==> src/rtl/lpm_ctrl.sv <==
module lpm_ctrl #(
  parameter int NREQ = 4
) (
  input  logic            clk,
  input  logic            rst_n,
  input  logic [3:0]      mode_sel,
  input  logic            sleep_req,
  input  logic            irq_any,
  input  logic            irq_lp,
  input  logic            io_wake,
  input  logic            rst_pin_wake,
  input  logic            dbg_wake,
  input  logic [NREQ-1:0] fclk_req,
  output logic [3:0]      mode_cur,
  output logic [1:0]      cpu_clk_sel,
  output logic [1:0]      mclk_sel,
  output logic [1:0]      ulp_clk_sel,
  output logic [1:0]      tmr_clk_sel,
  output logic            hfosc_en,
  output logic [NREQ-1:0] periph_clk_en,
  output logic [1:0]      reg_drive,
  output logic            pwr_off
);
  localparam logic [3:0] RUN2 = 4'd2, SLP0 = 4'd3, SLP2 = 4'd5, STP0 = 4'd6,
                         STP1 = 4'd7, STP2 = 4'd8, SBY0 = 4'd9, SBY1 = 4'd10,
                         SHDN = 4'd11;
  localparam logic [1:0] C_OFF = 2'd0, C_32K = 2'd1, C_4M = 2'd2, C_32M = 2'd3;

  logic [3:0]      mode_q;
  logic [1:0]      lvl_q;
  logic [NREQ-1:0] req_s1, req_s2;

  wire in_run   = mode_q <= RUN2;
  wire in_sleep = mode_q >= SLP0 && mode_q <= SLP2;
  wire in_stop  = mode_q >= STP0 && mode_q <= STP2;
  wire in_stby  = mode_q == SBY0 || mode_q == SBY1;
  wire in_shdn  = mode_q == SHDN;

  wire enter     = in_run && sleep_req && mode_sel <= SHDN;
  wire wake_ret  = (in_sleep && (irq_any || irq_lp)) || ((in_stop || in_stby) && irq_lp);
  wire wake_shdn = in_shdn && (io_wake || rst_pin_wake || dbg_wake);

  always_ff @(posedge clk or negedge rst_n) begin
    if (!rst_n) begin
      mode_q <= 4'd0;
      lvl_q  <= 2'd0;
    end else if (enter) begin
      mode_q <= mode_sel;
      lvl_q  <= mode_q[1:0];
    end else if (wake_ret) begin
      mode_q <= {2'b00, lvl_q};
    end else if (wake_shdn) begin
      mode_q <= 4'd0;
      lvl_q  <= 2'd0;
    end
  end

  always_ff @(posedge clk or negedge rst_n) begin
    if (!rst_n) begin
      req_s1 <= '0;
      req_s2 <= '0;
    end else begin
      req_s1 <= fclk_req;
      req_s2 <= req_s1;
    end
  end

  always_comb begin
    cpu_clk_sel = C_OFF;
    mclk_sel    = C_OFF;
    ulp_clk_sel = C_OFF;
    tmr_clk_sel = C_OFF;
    hfosc_en    = 1'b0;
    reg_drive   = 2'd0;
    case (mode_q)
      4'd0: begin cpu_clk_sel = C_32M; mclk_sel = C_32M; hfosc_en = 1'b1; end
      4'd1: begin cpu_clk_sel = C_32K; mclk_sel = C_32K; hfosc_en = 1'b1; end
      4'd2: begin cpu_clk_sel = C_32K; mclk_sel = C_32K; end
      4'd3: begin mclk_sel = C_32M; hfosc_en = 1'b1; end
      4'd4: begin mclk_sel = C_32K; hfosc_en = 1'b1; end
      4'd5: mclk_sel = C_32K;
      STP0: begin
        hfosc_en    = lvl_q != 2'd2;
        ulp_clk_sel = (lvl_q == 2'd0) ? C_4M : C_32K;
      end
      STP1: ulp_clk_sel = C_4M;
      STP2: ulp_clk_sel = C_32K;
      SBY0, SBY1: tmr_clk_sel = C_32K;
      default: ;
    endcase
    if (in_run || in_sleep) begin
      ulp_clk_sel = mclk_sel;
      tmr_clk_sel = mclk_sel;
      reg_drive   = 2'd3;
    end
    if (in_stop) begin
      tmr_clk_sel = ulp_clk_sel;
      reg_drive   = 2'd2;
    end
    if (in_stby) reg_drive = 2'd1;
  end

  assign periph_clk_en = (in_run || in_sleep || in_stop) ? {NREQ{1'b1}} :
                         (mode_q == SBY1) ? req_s2 : '0;
  assign pwr_off  = in_shdn;
  assign mode_cur = mode_q;
endmodule

==> config.mk <==
export PLATFORM = sky130hd
export DESIGN_NAME = lpm_ctrl
export DESIGN_NICKNAME = d
export VERILOG_FILES = /design/src/rtl/lpm_ctrl.sv
export SDC_FILE = /design/constraint.sdc
export NUM_CORES = 1
export LEC_CHECK = 0
export ABC_AREA = 1
export BUFFER_PORTS_ARGS = -buffer_cell sky130_fd_sc_hd__buf_4
export CORE_MARGIN = 1
export CORE_UTILIZATION = 39
export CTS_CLUSTER_SIZE = 8
export DETAILED_ROUTE_END_ITERATION = 10
export HOLD_SLACK_MARGIN = 0.05
export PLACE_DENSITY_LB_ADDON = 0.1
export SETUP_SLACK_MARGIN = 0.15
export SYNTH_ARGS = -nofsm -noshare
export SYNTH_HDL_FRONTEND = slang
export SYNTH_SLANG_ARGS = --single-unit
==> constraint.sdc <==
create_clock -name clk -period 1.5 [get_ports clk]
set_clock_uncertainty 0.2 [all_clocks]
set_input_delay 0.075 -clock clk [delete_from_list [all_inputs] [get_ports clk]]
set_output_delay 0.075 -clock clk [all_outputs]
set_load 0.05 [all_outputs]
==> results of run 1 <==
==> through the flow <==
stage	hold slack (ps)	setup slack, ps
2_1_floorplan	-421	-257
3_3_place_gp	-277	-78.9
3_5_place_dp	-275	-117
==> Yosys cell counts (3+ instances only) <==
library cell	n	area share
nand2_1	28	0.15
inv_1	14	0.073
inv_2	3	0.016
dfrtp_1	14	0.48
o22ai_1	4	0.035
nand2_2	4	0.035
nand3_1	13	0.090
nor2_1	7	0.036
==> cells by family after synthesis <==
| group | share of synthesized area |
|---|---|
| AOI/OAI and AO/OA | 0.0777 |
| buffers and inverters | 0.0881 |
| DFF | 0.484 |
| and+or+nand+nor | 0.351 |
==> flow_summary.toml, run 1 <==
[run_status]
status = "did not finish"
error = "[ERROR DPL-0038] Utilization greater than 100%, impossible to legalize"
stop_stage = "clock tree synthesis"

[clock_network]
ctsResizeCount = 48
clk_path_buf_depth = 2
cts.sinks = 14
cts-buffers-inserted = 3
ctsHoldBuffers = 11
cts_setup_buffers = 7
h-tree-depth = 1
cts_root_buf = "clkbuf_4"

[place]
hpwl_mm = 1.72
dp_cells = 177
gp_congestion = 0.842
portBuffers = 35
place_area_mm2 = 0.00137

[die]
rows = 15
die_y_um = 45.1
start_util = 0.420
die_w_um = 45.1
io-pin-count = 36

[yosys]
netlist_area_um2 = 724
synth_top_flop_cell = "dfrtp_1"
synth_edf_count = 0
synth_seq_cells = 14
ys_seq_area_frac = 0.484
avgSynthCellArea_um2 = 7.55
synth_fp_nets = 112
synth_cells = 96
synth_warnings = 0
async_flop_share = 1.00
ys_types = 17
==> run 2, diff against run 1 <==
Settings changed: CORE_AREA set to 2 2 63 65, CORE_MARGIN 1 to not set, CORE_UTILIZATION 39 to not set, CTS_CLUSTER_SIZE 8 to not set, DIE_AREA set to 0 0 65 67, HOLD_SLACK_MARGIN 0.05 to not set, PLACE_DENSITY_LB_ADDON 0.1 to 0.15, SETUP_SLACK_MARGIN 0.15 to not set.
Clock period 1.5 ns to 2 ns, I/O delays scaled along.
==> run 2 against run 1 <==
The run now ends clean. Synthesized cell count is the same. Synthesized area unchanged.
==> flow_summary.toml, run 2 <==
[run_status]
status = "finished clean"

[yosys]
ys_types = 17
synthTopCellsByCount = "nand2_1 (28), dfrtp_1 (14), inv_1 (14)"
synth_top_flop_cell = "dfrtp_1"
synth_most_common_cell = "nand2_1"
async_flop_share = 1.00
synth_seq_cells = 14
synthAdderAreaFrac = 0
synth_fp_nets = 112
netlist_area_um2 = 724
synth_warnings = 0
avgSynthCellArea_um2 = 7.55
synth_top_family_by_area = "simple AND/OR/NAND/NOR gates"
synth_xor_xnor_area_share = 0
synth_compound_area_frac = 0.0777
yosysTopAreaCell = "dfrtp_1"
synth_cells = 96
synthMuxAreaShare = 0
synth_top_cell_area_share = 0.484
synth-simple-area-share = 0.351
ys_seq_area_frac = 0.484
synthTopCellsByArea = "dfrtp_1 (48%), nand2_1 (15%), nand3_1 (9.0%)"
synth_edf_count = 0

[clock_network]
cts-buffers-inserted = 3
clk_path_buf_depth = 2
cts_root_buf = "clkbuf_8"
clk_latency_ps = 240
cts_tree = "yes"
h-tree-depth = 1
path_clk_slew_ps = 60
cts.sinks = 14

[timing]
hold_viol_final = 0
setup_viol = 0
slew_viol_final = 0
period_minus_slack_ps = 1890
post-route-period-util = 0.946
slew_headroom = 0.826
grt_setup_unrepaired = "false"
max_freq_mhz = 528
max_slew.worst_pin.slew_ps = 260

[drt]
post_drt_wl_per_cell_um = 10.6
drcViolationCount = 0
wl_mm = 2.03
vias = 782
viasPerCell = 4.07
drt_iter0_drc = 26
route.antenna.remaining_nets = 0
first_pass_iters = 4

[cells_and_area]
n_antenna_cell = 0
stdcell_count = 192
mostFrequentLayoutCell = "buf_4"
fill_cells = 388
layout_common_cells = "buf_4 (35), nand2_1 (27), inv_1 (14), nand3_1 (12), dfrtp_1 (11)"
drive_gt1_frac = 0.417
final_nets = 161
syn_to_final_growth_pct = 72.9

[die]
start_util = 0.201
die_y_um = 67
die_w_um = 65
dieArea_mm2 = 0.00436
io-pin-count = 36
core_mm2 = 0.00361
rows = 22

[place]
dp_cells = 179
hpwl_mm = 1.66
portBuffers = 35
gp_congestion = 0.776

[grt]
grtUsageTotal = 0.0974
gr-total-overflow = 0
grt_pass1_wl_mm = 3.28
antenna_found_initial = 0
grt_max_degree = 15
grt_pass1_vias = 730

[flow_run]
maxCapViolCount = 0

[setup_path]
cp-end-kind = "output port"
path_class = "flip-flop to output port"
cp-start-kind = "flip-flop"
worstPathRequired_ps = 1700
critPathMaxFanout = 6
worstPathArrival_ps = 1590

[worst_hold_path]
worstHoldPathType = "input pin to flip-flop"
-- run 2: cell counts after synthesis --
Identical to the previous run, type by type.
-- run 2: timing repair --
| item | CTS | global route |
|---|---|---|
| buffers inserted | 0 | 0 |
| gates resized for setup | 0 | 2 |
| setup endpoints to repair | 0 | 4 |
| hold buffers | 9 | 0 |
| hold endpoints to repair | 22 | 0 |
-- run 2: metrics by stage --
| stage | util | setup TNS [ps] | setup slack, ps | hold WS [ps] | instance area [um^2] |
|---|---|---|---|---|---|
| 6_report | 0.347 | 0 | 107 | 2.00 | 1250 |
| 5_1_grt | 0.347 | 0 | 19.4 | 41.8 | 1250 |
| 2_1_floorplan | - | -173 | -118 | -396 | 777 |
| 3_3_place_gp | 0.305 | 0 | 264 | -242 | 1100 |
| 3_5_place_dp | 0.305 | 0 | 306 | -239 | 1100 |
| 4_1_cts | 0.345 | 0 | 42.4 | 4.44 | 1240 |
-- run 2: logic make-up (layout without fill, tap and decap cells) --
kind of cell / after synthesis / count (layout)
buf+inv: 17 / 65
compound gates: 9 / 9
simple gates: 56 / 56
flops: 14 / 14
-- run 2: per-layer routing --
metal | vias up | share of wire | track usage
li1 | 400 | - | -
met1 | 363 | 0.42 | 0.116
met2 | 17 | 0.51 | 0.171
met3 | 2 | 0.057 | 0.0186
met4 | 0 | 0.0064 | 0.0399
met5 | - | 0 | 0
-- run 2: final timing paths --
path / start / endpoint / slack (ps) / cells past startpoint
hold reg to reg: req_s1[3] / req_s2[3] / 150 / 0
max in group asynchronous: rst_n / mode_cur[1] / 1370 / 2
hold / removal: dbg_wake / lvl_q[1] / 2 / 4
setup reg to reg: mode_cur[2] / mode_cur[1] / 390 / 8
setup / recovery: mode_cur[3] / tmr_clk_sel[1] / 110 / 7
min in group asynchronous: rst_n / mode_cur[3] / 50 / 2
-- run 2: area by class of cell --
class,count,area (um^2),area share
sequential,14,354,0.283
timing repair buffer,44,353,0.282
clock buffer,4,55.1,0.0440
tap,48,60.1,0.0480
inverter,17,63.8,0.0509
multi-input combinational,65,367,0.293
-- run 2: critical path: stages (launching register included) --
cell,delay (ps)
dfrtp_2,460
inv_1,140
nand3_2,140
o22ai_1,160
inv_1,80
nand2_2,110
o22ai_2,70
buf_4,190
Power of run 2 is left out: the tool's default activity adds up to more than one toggle a clock period on the data nets, which glitch-free logic cannot reach.
